### config.mk
export PLATFORM = sky130hd
export DESIGN_NAME = conv_seq
export DESIGN_NICKNAME = d
export VERILOG_FILES = /design/src/rtl/conv_seq_pkg.sv /design/src/rtl/conv_seq_edge.sv /design/src/rtl/conv_seq_timer.sv /design/src/rtl/conv_seq_fsm.sv /design/src/rtl/conv_seq.sv
export SDC_FILE = /design/constraint.sdc
export NUM_CORES = 1
export LEC_CHECK = 0
export BUFFER_PORTS_ARGS = -buffer_cell sky130_fd_sc_hd__buf_2
export CAP_MARGIN = 40
export CORE_UTILIZATION = 59
export DETAILED_ROUTE_END_ITERATION = 8
export HOLD_SLACK_MARGIN = 0.05
export PLACE_DENSITY = 0.89
export SYNTH_ARGS = -nofsm -noshare
export SYNTH_HDL_FRONTEND = slang
export SYNTH_SLANG_ARGS = --single-unit
### constraint.sdc
create_clock -name clk -period 2.5 [get_ports clk]
set_input_delay 0.125 -clock clk [delete_from_list [all_inputs] [get_ports clk]]
set_output_delay 0.125 -clock clk [all_outputs]
set_load 0.03 [all_outputs]
### src/rtl/conv_seq_pkg.sv
package conv_seq_pkg;

    typedef enum logic [2:0] {
        ST_IDLE   = 3'd0,
        ST_BOOT   = 3'd1,
        ST_STOP   = 3'd2,
        ST_RUN    = 3'd3,
        ST_HICCUP = 3'd4,
        ST_LATCH  = 3'd5,
        ST_THERM  = 3'd6,
        ST_BYPASS = 3'd7
    } seq_state_e;

    localparam logic [1:0] FM_BYPASS = 2'd3;
    localparam logic [1:0] OC_HICCUP = 2'd0;
    localparam logic [1:0] OC_LATCH  = 2'd1;

    typedef struct packed {
        logic sw_en;
        logic byp_on;
        logic dis_on;
    } drive_s;

    typedef struct packed {
        logic ss;
        logic hiccup;
        logic latch;
        logic therm;
    } event_s;

    function automatic drive_s decode_drive(seq_state_e st, logic dis_en);
        drive_s d;
        d.sw_en  = (st == ST_RUN);
        d.byp_on = (st == ST_BYPASS);
        d.dis_on = (st == ST_IDLE) || ((st == ST_STOP) && dis_en);
        return d;
    endfunction

endpackage

### src/rtl/conv_seq_edge.sv
module conv_seq_edge #(
    parameter int W = 2
) (
    input  logic         clk,
    input  logic         rst,
    input  logic [W-1:0] din,
    output logic [W-1:0] rise
);
    logic [W-1:0] prev_q;

    always_ff @(posedge clk) begin
        if (rst) prev_q <= '0;
        else     prev_q <= din;
    end

    for (genvar i = 0; i < W; i++) begin : g_bit
        assign rise[i] = din[i] & ~prev_q[i];
    end
endmodule

### src/rtl/conv_seq_timer.sv
module conv_seq_timer #(
    parameter int LIMIT      = 4,
    parameter bit START_FULL = 1'b0
) (
    input  logic clk,
    input  logic rst,
    input  logic clr,
    input  logic inc,
    output logic done
);
    localparam int          W       = (LIMIT < 1) ? 1 : $clog2(LIMIT + 1);
    localparam logic [W-1:0] LIM    = W'(LIMIT);
    localparam logic [W-1:0] RST_VAL = START_FULL ? LIM : '0;

    logic [W-1:0] cnt_q;

    always_ff @(posedge clk) begin
        if (rst)                     cnt_q <= RST_VAL;
        else if (clr)                cnt_q <= '0;
        else if (inc && cnt_q < LIM) cnt_q <= cnt_q + 1'b1;
    end

    assign done = (cnt_q >= LIM);
endmodule

### src/rtl/conv_seq_fsm.sv
module conv_seq_fsm
    import conv_seq_pkg::*;
(
    input  logic       clk,
    input  logic       rst,
    input  logic       en_pin,
    input  logic       en_ovr,
    input  logic       uvlo_ok,
    input  logic       run_bit,
    input  logic       oc_flag,
    input  logic       ot_flag,
    input  logic [1:0] fmode,
    input  logic [1:0] oc_mode,
    input  logic       otp_done,
    input  logic       hic_done,
    input  logic       gap_ok,
    input  logic       pin_rise,
    input  logic       run_rise,
    output seq_state_e st_q,
    output logic       gap_clr,
    output event_s     ev_q
);
    seq_state_e nxt;
    event_s     ev;
    logic       pwr_ok;
    logic       want_byp;

    assign pwr_ok   = uvlo_ok && (en_pin || en_ovr);
    assign want_byp = (fmode == FM_BYPASS);

    always_comb begin
        nxt = st_q;
        ev  = '0;
        if (!pwr_ok) begin
            nxt = ST_IDLE;
        end else begin
            unique case (st_q)
                ST_IDLE: nxt = ST_BOOT;
                ST_BOOT: if (otp_done) nxt = ST_STOP;
                ST_STOP: begin
                    if (want_byp) begin
                        if (gap_ok) nxt = ST_BYPASS;
                    end else if (run_bit) begin
                        nxt   = ST_RUN;
                        ev.ss = 1'b1;
                    end
                end
                ST_RUN: begin
                    if (want_byp && gap_ok) begin
                        nxt = ST_BYPASS;
                    end else if (!run_bit) begin
                        nxt = ST_STOP;
                    end else if (ot_flag) begin
                        nxt      = ST_THERM;
                        ev.therm = 1'b1;
                    end else if (oc_flag && oc_mode == OC_HICCUP) begin
                        nxt       = ST_HICCUP;
                        ev.hiccup = 1'b1;
                    end else if (oc_flag && oc_mode == OC_LATCH) begin
                        nxt      = ST_LATCH;
                        ev.latch = 1'b1;
                    end
                end
                ST_HICCUP: if (hic_done) nxt = ST_STOP;
                ST_LATCH:  if (run_rise || pin_rise) nxt = ST_STOP;
                ST_THERM:  if (!ot_flag) nxt = ST_STOP;
                ST_BYPASS: if (!want_byp && gap_ok) nxt = ST_STOP;
                default:   nxt = ST_IDLE;
            endcase
        end
    end

    assign gap_clr = (st_q == ST_BYPASS) != (nxt == ST_BYPASS);

    always_ff @(posedge clk) begin
        if (rst) begin
            st_q <= ST_IDLE;
            ev_q <= '0;
        end else begin
            st_q <= nxt;
            ev_q <= ev;
        end
    end
endmodule

### src/rtl/conv_seq.sv
module conv_seq
    import conv_seq_pkg::*;
#(
    parameter int OTP_CYCLES = 125,
    parameter int HICCUP_MS  = 100,
    parameter int BYP_GAP_MS = 1
) (
    input  logic       clk,
    input  logic       rst,
    input  logic       en_pin,
    input  logic       uvlo_ok,
    input  logic       oc_flag,
    input  logic       ot_flag,
    input  logic       run_bit,
    input  logic       en_ovr,
    input  logic       dis_en,
    input  logic [1:0] fmode,
    input  logic [1:0] oc_mode,
    input  logic       ms_tick,
    output logic       sw_en,
    output logic       byp_on,
    output logic       dis_on,
    output logic       ss_req,
    output logic       hiccup_evt,
    output logic       latch_evt,
    output logic       therm_evt
);
    seq_state_e st;
    event_s     ev;
    drive_s     drv;
    logic [1:0] rises;
    logic       otp_done, hic_done, gap_ok, gap_clr;

    conv_seq_edge #(.W(2)) u_edge (
        .clk  (clk),
        .rst  (rst),
        .din  ({run_bit, en_pin}),
        .rise (rises)
    );

    conv_seq_timer #(.LIMIT(OTP_CYCLES), .START_FULL(1'b0)) u_otp (
        .clk  (clk),
        .rst  (rst),
        .clr  (st != ST_BOOT),
        .inc  (1'b1),
        .done (otp_done)
    );

    conv_seq_timer #(.LIMIT(HICCUP_MS), .START_FULL(1'b0)) u_hic (
        .clk  (clk),
        .rst  (rst),
        .clr  (st != ST_HICCUP),
        .inc  (ms_tick),
        .done (hic_done)
    );

    conv_seq_timer #(.LIMIT(BYP_GAP_MS), .START_FULL(1'b1)) u_gap (
        .clk  (clk),
        .rst  (rst),
        .clr  (gap_clr),
        .inc  (ms_tick),
        .done (gap_ok)
    );

    conv_seq_fsm u_fsm (
        .clk      (clk),
        .rst      (rst),
        .en_pin   (en_pin),
        .en_ovr   (en_ovr),
        .uvlo_ok  (uvlo_ok),
        .run_bit  (run_bit),
        .oc_flag  (oc_flag),
        .ot_flag  (ot_flag),
        .fmode    (fmode),
        .oc_mode  (oc_mode),
        .otp_done (otp_done),
        .hic_done (hic_done),
        .gap_ok   (gap_ok),
        .pin_rise (rises[0]),
        .run_rise (rises[1]),
        .st_q     (st),
        .gap_clr  (gap_clr),
        .ev_q     (ev)
    );

    assign drv        = decode_drive(st, dis_en);
    assign sw_en      = drv.sw_en;
    assign byp_on     = drv.byp_on;
    assign dis_on     = drv.dis_on;
    assign ss_req     = ev.ss;
    assign hiccup_evt = ev.hiccup;
    assign latch_evt  = ev.latch;
    assign therm_evt  = ev.therm;
endmodule

; ---- After elaboration in Yosys (flattened, before gate mapping)
; Index checks and enable logic that the tools add are counted.
[word_totals]
in_bits = 14
wordCells = 81
regBits = 24
output_inout_bits = 7
[op_classes]
n_addsub = 3
reduce_logical = 21
order_cmp = 6
n_eq_ne = 13
muxes = 21
bitwise = 8
[ops]
columns = op, n
row1 = 3-bit 2-to-1 mux, 14
row2 = 3-bit one-hot mux with 8 select lines, 1
row3 = "3-bit == test, second input constant", 5
row4 = "7-bit by 1-bit adder with 7-bit output, second input constant", 2
row5 = "7-bit greater-or-equal comparator, second input constant", 2
row6 = "7-bit < comparator, second input constant", 2
row7 = 1-bit logical AND, 8
row8 = 7-bit OR reduction, 1
row9 = "3-bit by 2-bit == test with 1-bit output, second input constant", 2
row10 = 1-bit 2-to-1 mux, 6
row11 = 1-bit NOT, 6
row12 = 6-bit OR reduction, 1
row13 = 5-bit OR reduction, 1
row14 = 2-bit OR reduction, 2
row15 = 4-bit OR reduction, 1
row16 = "3-bit by 1-bit == test with 1-bit output, second input constant", 1
row17 = 3-bit logical NOT, 1
row18 = 1-bit logical OR, 3
row19 = "3-bit by 1-bit inequality test with 1-bit output, second input constant", 1
row20 = "3-bit inequality test, second input constant", 1
row21 = 1-bit bitwise AND, 2
row22 = "2-bit by 1-bit == test with 1-bit output, second input constant", 1
row23 = "2-bit == test, second input constant", 1
row24 = 2-bit logical NOT, 1
row25 = 6 further kinds, 6

; ---- Longest topological paths before layout
; Gate-level depths: netlist of run 1.
[logic_depth]
ltp_word = 12
depth_mapped = 6
mapped_depth_nobuf = 5

; ---- Modules after synthesis
; Synthesis of run 1 repeated with hierarchy kept, for this count alone.
[unflattened]
hier_cells = 167
hier_area_um2 = 1413.9
[by_module_without_submodules]
columns = mod, seq_area_each_um2, cells_each, n_inst, area_each_um2
row1 = conv_seq_fsm, 140.1, 62, 1, 508.0
row2 = conv_seq_timer at u_otp, 140.1, 43, 1, 382.9
row3 = conv_seq_timer at u_hic, 140.1, 45, 1, 369.1
row4 = conv_seq_edge, 40.0, 6, 1, 70.1
row5 = conv_seq, 0.0, 8, 1, 48.8
row6 = conv_seq_timer at u_gap, 20.0, 3, 1, 35.0

; ---- Least setup slack after synthesis of run 1
; Ideal clock, no wire load.
[synth_timing]
path_kind = register -> register
startpoint = register u_fsm.st_q[0]
endpoint = register u_gap.cnt_q
stages_incl_launch_ff = 7
setup_time_ns = 0.129
arrival_time_ns = 1.266
setup_slack_ns = 1.105
path_cell_list = dfxtp_1 -> buf_6 -> mux2i_1 -> a21oi_1 -> o311a_1 -> o41ai_1 -> a21oi_1
[synth_between]
elab_chain_cells = 10
elab_cells_between_ends = 27
classes_between = eq/ne (9) / mux (16) / reduce/logical (2)
[synth_lines]
columns = item, line_no
row1 = start: declaration, conv_seq_fsm.sv:19  ; output seq_state_e st_q,
row2 = start signal: assignment, conv_seq_fsm.sv:80  ; st_q <= nxt;
row3 = 3-bit 2-to-1 mux, conv_seq_fsm.sv:59  ; end else if (oc_flag && oc_mode == OC_LATCH) begin
row4 = 3-bit 2-to-1 mux, conv_seq_fsm.sv:56  ; end else if (oc_flag && oc_mode == OC_HICCUP) begin
row5 = 3-bit 2-to-1 mux, conv_seq_fsm.sv:53  ; end else if (ot_flag) begin
row6 = 3-bit 2-to-1 mux, conv_seq_fsm.sv:51  ; end else if (!run_bit) begin
row7 = 3-bit 2-to-1 mux, conv_seq_fsm.sv:49  ; if (want_byp && gap_ok) begin
row8 = 3-bit one-hot mux with 8 select lines, conv_seq_fsm.sv:37  ; unique case (st_q)
row9 = 3-bit 2-to-1 mux, conv_seq_fsm.sv:34  ; if (!pwr_ok) begin
row10 = 3-bit == test, conv_seq_fsm.sv:73  ; assign gap_clr = (st_q == ST_BYPASS) != (nxt == ST_BYPASS);
row11 = 1-bit inequality test (*), conv_seq_fsm.sv:73
row12 = 1-bit 2-to-1 mux / 2-bit nonzero test (equally long branches), --
row13 = end signal: assignment, conv_seq_timer.sv:20  ; else if (inc && cnt_q < LIM) cnt_q <= cnt_q + 1'b1;
row14 = end: declaration, conv_seq_timer.sv:15  ; logic [W-1:0] cnt_q;
; Mark *: on every way between the ends. The rest lies on a longest branch, timed or not.
; A chain may end at the register's enable or synchronous reset.

; ---- Final worst setup path of run 1
[layout_timing]
startpoint = register u_fsm.st_q[0]
endpoint = register u_fsm.ev_q[2] (netlist bit)
[layout_between]
elab_chain_cells = 3
[layout_lines]
columns = item, line_no
row1 = 3-bit by 2-bit == test with 1-bit output, conv_seq_fsm.sv:37
row2 = 1-bit NOT (no source line), --
row3 = 6-bit OR reduction (no source line), --
row4 = end signal: assignment, conv_seq_fsm.sv:81  ; ev_q <= ev;
row5 = end: declaration, conv_seq_fsm.sv:21  ; output event_s ev_q
; No other way between the ends.

==> results.md, run 1 <==
- Status: finished clean
- Setup Skew: 0.00242 ns
- Inserted Clock Buffers: 3
- Largest area contributor in the netlist: dfxtp_1
- Global-route wire length before repair: 4.51 mm
- Die Wd: 48.4 um
- Gr usage total: 24.0%
- Initial Utilization: 63.6%
- Reg2reg start: u_fsm.st_q[0]
- DRC viols: 0
- CP arrival: 2.22 ns
- Initial DRC Count: 27
- Primary FF master, synth: dfxtp_1
- Crit. Startpoint: u_fsm.st_q[0]
- 1st-pass router iterations: 4
- Die Ht: 48.4 um
- Unrepaired setup endpoints after global routing: false
- Final Power: 0.648 mW
- WL per Instance: 13.0 um
- Async SR Flop Fraction: 0%
- Synth warnings: 0
- Input/output buffers: 20
- Initial antenna violation count: 0
- Period utilization: 78.2%
- Fin. max-slew vios: 0
- Power per Cell Area: 453 nW/um^2
- Max clock buf depth: 2
- Clock sinks: 24
- Final Hold Viols: 0
- Tightest Pin Transition: 0.451 ns
- Setup TNS Final: 0 ns
- Diode count: 0
- Post-CTS setup buffers: 0
- Max Fanout on Critical Path: 12
- Commonest non-fill, non-tap cell in the layout: dfxtp_1
- Synthesized instance count: 149
- Register area share after synthesis: 37.8%
- Crit path time final: 1.95 ns
- Skew-Pair Late Insertion Delay: 0.31 ns
- R2r endpoint: u_fsm.ev_q[2]
- Leakage power: 0.619 nW
- Number of global-route vias before repair: 1045
- Top cells by area, synth: dfxtp_1 38%, nor2_1 5.6%, ha_1 3.9%, xor2_1 3.4%, a31oi_1 2.9%
- Final WL: 2.56 mm
- Maximum Capacitance Violations: 0
- Commonest non-fill, non-tap cells in the layout: 24 x dfxtp_1, 20 x buf_2, 19 x nor2_1
- Die Area: 2350 sq um
- # hold bufs at CTS: 3
- Fillers: 166
- Reg2Reg Depth: 5
- Layout cells sized above 1: 16.0%
- Post-Layout Inst Area: 1430 sq um
- GPL Wtd Cong: 0.889
- Placed standard-cell area: 1360 sq um
- DR vias/cell: 5.86
- Final Net Count: 188
- Maximum VDD drop: 0.334 mV
- Number of nets with antenna violations after routing: 0
- Synthesized cell area: 1270 sq um
- H-tree depth: 1
- CTS resizes: 0
- Pin count of the biggest net entering global routing: 14
- Via count: 1149
- CP required: 2.76 ns
- Syn Area/Cell: 8.54 sq um
- WS Path Type: register to register
- Clk slew on worst S/H paths: 0.13 ns
- Worst Setup Start Kind: register
- Root Driver: clkbuf_4
- Final setup viols: 0
- FF+latch area: 480 sq um
- Worst hold slack: 0.0519 ns
- Rows: 16
- Register-to-register setup slack: 0.55 ns
- # IOs: 21
- Syn_nets: 167
- CTS tree: built
- Gr ovfl total: 0
- Synth unique cells: 45
- Area grow syn2layout: 12.4%
- CP endpoint kind: register
- Max-Slew Margin vs Limit: 69.9%
- Core ar.: 2000 sq um
- Yosys top cell area share: 37.8%
- Seq cells post-synth: 24
- Worst Setup EP: u_fsm.ev_q[2]
- Post-synth EDFFs: 0
- F_max: 0.512 GHz
- Multi-input logic area: 716 sq um
- Post-DP HPWL: 1.89 mm
- Worst hold path type: input pin to register
- Layout Utilization: 71.4%
==> synthesized netlist by cell type (2+ instances only) <==
| cell | instances |
|---|---|
| dfxtp_1 | 24 |
| nor2_1 | 19 |
| inv_1 | 9 |
| a21oi_1 | 7 |
| nand2_1 | 7 |
| nand3_1 | 7 |
| a31oi_1 | 6 |
| xor2_1 | 5 |
| and3_1 | 4 |
| clkbuf_1 | 4 |
| ha_1 | 4 |
| a211oi_1 | 3 |
| nor2b_1 | 3 |
| o21a_1 | 3 |
| xnor2_1 | 3 |
| a21boi_0 | 2 |
| and2_1 | 2 |
| buf_6 | 2 |
| nand2b_1 | 2 |
| nand4_1 | 2 |
| nor3_1 | 2 |
| nor4_1 | 2 |
| o211a_1 | 2 |
| o21ai_1 | 2 |
| o311a_1 | 2 |
| or3_1 | 2 |
==> routing by layer <==
metal,routed length (um),GRT usage [%],vias to the layer above
li1,-,-,570
met1,1190,31.4,534
met2,1210,39.2,45
met3,157,5.66,0
met4,0,7.35,0
met5,0,0,-
==> per-stage QoR <==
step	worst slack [ns]	std cells
detailed placement	0.807	189
global route	0.348	196
finish	0.545	196
global placement	0.889	189
floorplan	1.11	149
CTS	0.577	196
==> cell type report <==
class                      count  share of cell area, %
multi-input combinational    109                   50.0
tap                           27                   2.36
inverter                       9                   2.36
timing repair buffer          23                   9.10
clock buffer                   4                   2.54
sequential                    24                   33.6
==> critical path, stage by stage, from the launching register on <==
cell and delay [ns]:
dfxtp_1 0.62, nand2b_1 0.18, a31oi_1 0.25, nand2_1 0.13, nor4_1 0.15, dlygate4sd3_1 0.58
==> sequential cells by signal, indices dropped and copies added (netlist names) <==
name,cells
u_otp.cnt_q,7
u_fsm.st_q,3
u_gap.cnt_q,1
u_fsm.ev_q,4
u_hic.cnt_q,7
u_edge.prev_q,2
==> worst min-delay path by stage <==
stage                from                to  slack, ns  cells after the start
6_report              rst  u_edge.prev_q[0]       0.05                      2
5_1_grt            en_pin  u_edge.prev_q[0]       0.06                      2
4_1_cts               rst  u_edge.prev_q[0]       0.05                      2
3_5_place_dp   oc_mode[0]     u_fsm.ev_q[2]       0.33                      2
3_3_place_gp   oc_mode[0]     u_fsm.ev_q[2]       0.33                      2
2_1_floorplan         rst  u_edge.prev_q[0]       0.20                      1
==> logic make-up (layout without fill, tap and decap cells) <==
group / after synthesis / in the layout / share of synthesized area (%)
AO/OA/AOI/OAI: 37 / 37 / 21.0
XOR/XNOR: 8 / 8 / 5.51
adder cells (fa/ha/maj): 4 / 4 / 3.93
buffers and inverters: 16 / 36 / 6.00
flip-flops: 24 / 24 / 37.8
multiplexers: 1 / 1 / 0.787
AND/OR/NAND/NOR: 59 / 59 / 25.0
==> where the power goes <==
group / total [mW] / switching [mW] / leakage [nW] / internal (mW)
logic: 0.0492 / 0.0257 / 0.404 / 0.0235
clock network: 0.207 / 0.118 / 0.0210 / 0.0889
registers: 0.392 / 0.00575 / 0.194 / 0.386
No activity file was read; power rests on OpenSTA's default activity.
==> run 2, diff against run 1 <==
--- a/config.mk
+++ b/config.mk
@@ -7,10 +7,10 @@
 export LEC_CHECK = 0
 export BUFFER_PORTS_ARGS = -buffer_cell sky130_fd_sc_hd__buf_2
 export CAP_MARGIN = 40
-export CORE_UTILIZATION = 59
+export CORE_UTILIZATION = 49
 export DETAILED_ROUTE_END_ITERATION = 8
 export HOLD_SLACK_MARGIN = 0.05
-export PLACE_DENSITY = 0.89
+export PLACE_DENSITY = 0.8
 export SYNTH_ARGS = -nofsm -noshare
 export SYNTH_HDL_FRONTEND = slang
 export SYNTH_SLANG_ARGS = --single-unit
==> constraint.sdc (replaced) <==
create_clock -name clk -period 1.7 [get_ports clk]
set_input_delay 0.085 -clock clk [delete_from_list [all_inputs] [get_ports clk]]
set_output_delay 0.085 -clock clk [all_outputs]
set_load 0.03 [all_outputs]
==> run 2 against run 1 <==
Sequential share of layout area is 1.4 points lower. Core utilization is 11 points lower. First-iteration DRC count is 41% higher. Critical path depth stayed put. Highest routed layer is now met4. Sequential power is 47% higher.
==> results.md, run 2 (synthesis results as in run 1) <==
- Status: finished clean (unchanged)
- Unrepaired setup endpoints after global routing: false (unchanged)
- Inserted Clock Buffers: 3 (unchanged)
- Leakage power: 0.649 nW (was 0.619 nW)
- Layout cells sized above 1: 17.2% (was 16.0%)
- DR vias/cell: 5.75 (was 5.86)
- Post-DP HPWL: 2.09 mm (was 1.89 mm)
- Period utilization: 92.7% (was 78.2%)
- Clk slew on worst S/H paths: 0.12 ns (was 0.13 ns)
- Power per Cell Area: 715 nW/um^2 (was 453 nW/um^2)
- Fillers: 221 (was 166)
- Max clock buf depth: 2 (unchanged)
- Rows: 18 (was 16)
- Worst Setup Start Kind: register (unchanged)
- # IOs: 21 (unchanged)
- Global-route wire length before repair: 4.61 mm (was 4.51 mm)
- Crit path time final: 1.58 ns (was 1.95 ns)
- Pin count of the biggest net entering global routing: 15 (was 14)
- NetSw: 0.222 mW (was 0.149 mW)
- Worst hold slack: 0.0987 ns (was 0.0519 ns)
- # hold bufs at CTS: 5 (was 3)
- Sequential power share: 53.9% (was 60.5%)
- Die Wd: 53.0 um (was 48.4 um)
- H-tree depth: 1 (unchanged)
- Final WL: 2.79 mm (was 2.56 mm)
- Commonest non-fill, non-tap cells in the layout: 24 x dfxtp_1, 20 x buf_2, 19 x nor2_1 (unchanged)
- CP endpoint kind: register (unchanged)
- CTS resizes: 0 (unchanged)
- Max-Slew Margin vs Limit: 70.5% (was 69.9%)
- Core ar.: 2450 sq um (was 2000 sq um)
- Clock Power Share: 38.6% (was 31.9%)
- Number of global-route vias before repair: 1103 (was 1045)
- Final Hold Viols: 0 (unchanged)
- DRC viols: 0 (unchanged)
- Max Fanout on Critical Path: 12 (unchanged)
- Maximum Capacitance Violations: 0 (unchanged)
- WS Path Type: register to register (unchanged)
- Area grow syn2layout: 17.3% (was 12.4%)
- WL per Instance: 13.7 um (was 13.0 um)
- Final setup viols: 0 (unchanged)
- F_max: 0.634 GHz (was 0.512 GHz)
- Initial DRC Count: 38 (was 27)
- 1st-pass router iterations: 4 (unchanged)
- Maximum VDD drop: 0.622 mV (was 0.334 mV)
- Clock sinks: 24 (unchanged)
- Setup Skew: 0.0137 ns (was 0.00242 ns)
- Biggest regs: u_hic.cnt_q x7, u_otp.cnt_q x7, u_fsm.ev_q x4 (unchanged)
- Setup TNS Final: 0 ns (unchanged)
- Tightest Pin Transition: 0.442 ns (was 0.451 ns)
- Via count: 1174 (was 1149)
- Reg2Reg Depth: 5 (unchanged)
- Skew-Pair Late Insertion Delay: 0.32 ns (was 0.31 ns)
- Logic pwr share: 7.5% (was 7.6%)
- Die Area: 2800 sq um (was 2350 sq um)
- Final Net Count: 193 (was 188)
- CP required: 1.90 ns (was 2.76 ns)
- Fin. max-slew vios: 0 (unchanged)
- Worst hold path type: input pin to register (unchanged)
- Post-CTS setup buffers: 0 (unchanged)
- Root Driver: clkbuf_4 (unchanged)
- Gr usage total: 22.7% (was 24.0%)
- Die Ht: 53.0 um (was 48.4 um)
- Initial Utilization: 51.8% (was 63.6%)
- Initial antenna violation count: 0 (unchanged)
- Gr ovfl total: 0 (unchanged)
- Input/output buffers: 20 (unchanged)
- CTS tree: built (unchanged)
- CP arrival: 1.78 ns (was 2.22 ns)
- Switching Share: 20.8% (was 23.1%)
- GPL Wtd Cong: 0.889 (about the same)
- Worst hold path depth: 2 (unchanged)
- Internal Power: 0.845 mW (was 0.498 mW)
- Commonest non-fill, non-tap cell in the layout: dfxtp_1 (unchanged)
- Diode count: 0 (unchanged)
- Number of nets with antenna violations after routing: 0 (unchanged)
==> run 2: layer usage <==
| metal | vias up | GRT usage, % | part of all wire, % |
|---|---|---|---|
| met5 | - | 0 | 0 |
| li1 | 582 | - | - |
| met4 | 0 | 8.33 | 1.1 |
| met3 | 4 | 6.32 | 4.9 |
| met2 | 33 | 40.3 | 49 |
| met1 | 555 | 25.6 | 45 |
==> run 2: cell type report <==
class                           count  area, sq um  area share (%)
Multi-Input combinational cell    109          716            47.9
Sequential cell                    24          480            32.2
Timing Repair Buffer               28          173            11.6
Tap cell                           30         37.5            2.51
Inverter                            9         33.8            2.26
Clock inverter                      1         30.0            2.01
Clock buffer                        3         22.5            1.51
==> run 2: critical path, cell delays in order, from the launching register on <==
cell	delay, ns
dfxtp_1	0.61
or2b_1	0.16
a21oi_1	0.06
o311a_1	0.32
o41ai_1	0.24
a21oi_1	0.07
==> run 2: final timing paths <==
kind / from / endpoint / slack, ns
setup / recovery: u_fsm.st_q[0] / u_gap.cnt_q / 0.12
hold / removal: run_bit / u_edge.prev_q[1] / 0.1
setup reg to reg: u_fsm.st_q[0] / u_gap.cnt_q / 0.12
hold reg to reg: u_otp.cnt_q[3] / u_otp.cnt_q[3] / 0.52
==> run 2: per-stage QoR <==
stage | instances | utilization, % | area (sq um) | setup slack, ns | power [mW]
2_1_floorplan | 149 | - | 1270 | 0.305 | 0.630
3_3_place_gp | 195 | 56.6 | 1390 | 0.209 | 0.654
3_5_place_dp | 195 | 56.6 | 1390 | 0.139 | 0.657
4_1_cts | 204 | 60.8 | 1490 | 0.137 | 1.07
5_1_grt | 204 | 60.8 | 1490 | 0.0218 | 1.11
6_report | 204 | 60.8 | 1490 | 0.124 | 1.07
==> run 2: power by group through the flow <==
stage / Sequential, mW / Combinational, mW / Clock [mW]
finish: 0.576 / 0.0798 / 0.412
global route: 0.577 / 0.0882 / 0.446
CTS: 0.575 / 0.0782 / 0.421
detailed placement: 0.588 / 0.0691 / 0
global placement: 0.587 / 0.0670 / 0
floorplan: 0.582 / 0.0480 / 0
==> run 3, diff against run 2 <==
--- a/config.mk
+++ b/config.mk
@@ -9,6 +9,7 @@
 export CAP_MARGIN = 40
 export CORE_UTILIZATION = 49
 export DETAILED_ROUTE_END_ITERATION = 8
+export GPL_TIMING_DRIVEN = 0
 export HOLD_SLACK_MARGIN = 0.05
 export PLACE_DENSITY = 0.8
 export SYNTH_ARGS = -nofsm -noshare
==> constraint.sdc (replaced) <==
create_clock -name clk -period 1.4 [get_ports clk]
set_input_delay 0.07 -clock clk [delete_from_list [all_inputs] [get_ports clk]]
set_output_delay 0.07 -clock clk [all_outputs]
set_load 0.03 [all_outputs]
==> run 3 against run 2 <==
The run now ends with negative setup slack left. Design area is 7.1% higher. Power up 24%. Sequential power is 20% higher. Die area stayed put. Cell count up 3.4%. Routed wire length rose by 6.5%. Clock power is 26% higher. Combinational power increased by 40%. Sequential cell count stayed put. Global-route usage is 0.41 points lower. Critical path type unchanged. Critical endpoint unchanged. Largest power group unchanged.
==> results.md, run 3 (synthesis results as in run 1) <==
- Status: finished with violations (was finished clean)
- Violated checks: negative setup slack
- Input/output buffers: 20 (unchanged)
- Power per Cell Area: 827 nW/um^2 (was 715 nW/um^2)
- Max clock buf depth: 2 (unchanged)
- Final Net Count: 200 (was 193)
- Period utilization: 107% (was 92.7%)
- Layout cells sized above 1: 27.6% (was 17.2%)
- Max-Slew Margin vs Limit: 75.9% (was 70.5%)
- Clk slew on worst S/H paths: 0.15 ns (was 0.12 ns)
- Min-delay src: run_bit (unchanged)
- Fin cells: 211 (was 204)
- Final WL: 2.97 mm (was 2.79 mm)
- Leakage power: 0.686 nW (was 0.649 nW)
- Maximum VDD drop: 0.539 mV (was 0.622 mV)
- Final worst slack: -0.101 ns (was 0.124 ns)
- Max Fanout on Critical Path: 4 (was 12)
- Register-to-register setup slack: -0.10 ns (was 0.12 ns)
- Clock sinks: 24 (unchanged)
- Setup TNS Final: -0.175 ns (was 0 ns)
- 1st-pass router iterations: 4 (unchanged)
- Global-route wire length before repair: 4.53 mm (was 4.61 mm)
- Area grow syn2layout: 25.7% (was 17.3%)
- Unrepaired setup endpoints after global routing: true (was false)
- Crit-path leading delay family: compound AO/OA/AOI/OAI gates (unchanged)
- Reg2reg start: u_hic.cnt_q[3] (was u_fsm.st_q[0])
- Diode count: 0 (unchanged)
- Skew-Pair Late Insertion Delay: 0.33 ns (was 0.32 ns)
- Final Power: 1.32 mW (was 1.07 mW)
- CP endpoint kind: register (unchanged)
- Maximum Capacitance Violations: 0 (unchanged)
- Die Area: 2800 sq um (unchanged)
- Initial antenna violation count: 0 (unchanged)
- Die Ht: 53.0 um (unchanged)
- Pin count of the biggest net entering global routing: 15 (unchanged)
- Critical path's slowest cell: dfxtp_1 (unchanged)
- F_max: 0.666 GHz (was 0.634 GHz)
- Via count: 1211 (was 1174)
- DR vias/cell: 5.74 (was 5.75)
- H-tree depth: 1 (unchanged)
- Initial DRC Count: 40 (was 38)
- Worst Setup Start Kind: register (unchanged)
- Crit. Startpoint: u_hic.cnt_q[3] (was u_fsm.st_q[0])
- Commonest non-fill, non-tap cell in the layout: buf_2 (was dfxtp_1)
- # IOs: 21 (unchanged)
- CTS tree: built (unchanged)
- Gr ovfl total: 0 (unchanged)
- Die Wd: 53.0 um (unchanged)
- GR Layer Usage met1: 26.3% (was 25.6%)
- DRC viols: 0 (unchanged)
- Biggest regs: u_hic.cnt_q x7, u_otp.cnt_q x7, u_fsm.ev_q x4 (unchanged)
- Layout Utilization: 65.1% (was 60.8%)
- Commonest non-fill, non-tap cells in the layout: 20 x buf_2, 19 x nor2_1, 18 x dfxtp_1 (was 24 x dfxtp_1, 20 x buf_2, 19 x nor2_1)
- Layer with the highest usage: met2 (unchanged)
- Fin. max-slew vios: 0 (unchanged)
- Met3 usage: 2.59% (was 6.32%)
- Core ar.: 2450 sq um (unchanged)
- Post-DP HPWL: 1.97 mm (was 2.09 mm)
- Worst hold path type: input pin to register (unchanged)
- Max incr delay on CP: 0.45 ns (was 0.61 ns)
- Number of nets with antenna violations after routing: 0 (unchanged)
- Inserted Clock Buffers: 3 (unchanged)
- Dpl cells: 199 (was 195)
- Rows: 18 (unchanged)
- CP required: 1.62 ns (was 1.90 ns)
- CP arrival: 1.72 ns (was 1.78 ns)
- Final setup viols: 5 (was 0)
- Met2 track demand over resource: 39.0% (was 40.3%)
- Bufs and invs on worst path: 0 (unchanged)
- WS Path Type: register to register (unchanged)
- Initial Utilization: 51.8% (unchanged)
- Gr usage total: 22.3% (was 22.7%)
- Root Driver: clkbuf_4 (unchanged)
- Setup Skew: 0.0111 ns (was 0.0137 ns)
- Number of global-route vias before repair: 1074 (was 1103)
- CP cell instances: o311a_1 -> o21ai_1 -> a221o_1 -> a31oi_1 -> a21oi_1 (was or2b_1 -> a21oi_1 -> o311a_1 -> o41ai_1 -> a21oi_1)
- Crit path time final: 1.50 ns (was 1.58 ns)
- WL per Instance: 14.1 um (was 13.7 um)
- Tightest Pin Transition: 0.362 ns (was 0.442 ns)
- GPL Wtd Cong: 0.875 (was 0.889)
- Final Hold Viols: 0 (unchanged)
run 3: changes by cell type in the layout (fill, tap and decap cells not counted), moves of 3 or more:
cell | before | now
dfxtp_2 | 0 | 5
dfxtp_1 | 24 | 18
clkbuf_4 | 3 | 6
buf_6 | 0 | 3
run 3: final timing paths:
path                                          to  cells after the start
worst max register to register       u_gap.cnt_q                      5
worst max-delay path                 u_gap.cnt_q                      5
worst min register to register    u_otp.cnt_q[3]                      1
worst min-delay path            u_edge.prev_q[1]                      2
run 3: worst register-to-register path, stage by stage (launching register included):
cell	delay (ns)
dfxtp_1	0.45
o311a_1	0.22
o21ai_1	0.08
a221o_1	0.38
a31oi_1	0.19
a21oi_1	0.09
run 3: layout make-up:
type,count,area (sq um)
Buffer,6,46.3
Clock buffer,3,22.5
Clock inverter,1,30.0
Fill cell,207,856
Inverter,9,33.8
Multi-Input combinational cell,109,752
Sequential cell,24,490
Tap cell,30,37.5
Timing Repair Buffer,29,186
run 3: metrics by stage:
step,instance area (sq um),hold WS [ns],worst slack [ns]
2_1_floorplan,1270,0.142,0.00517
3_3_place_gp,1410,0.269,-0.172
3_5_place_dp,1410,0.270,-0.200
4_1_cts,1540,0.0688,-0.0942
5_1_grt,1600,0.0649,-0.137
6_report,1600,0.0684,-0.101
run 3: layer usage:
layer	vias to the layer above	routed length (um)
li1	600	-
met1	572	1280
met2	34	1510
met3	5	129
met4	0	46
met5	-	0
run 3: power breakdown:
part	total [mW]	internal [mW]	switching [mW]	leakage, nW
combinational	0.112	0.0531	0.0593	0.461
clock	0.520	0.290	0.230	0.0279
sequential	0.690	0.687	0.00303	0.198
run 3: repair_timing:
| action | 4_1_cts | 5_1_grt |
|---|---|---|
| gates resized for setup | 8 | 14 |
| setup endpoints to repair | 11 | 15 |
| pin swaps | 0 | 4 |
| setup buffers | 0 | 4 |
| hold endpoints to repair | 6 | 0 |
| hold buffers | 5 | 0 |
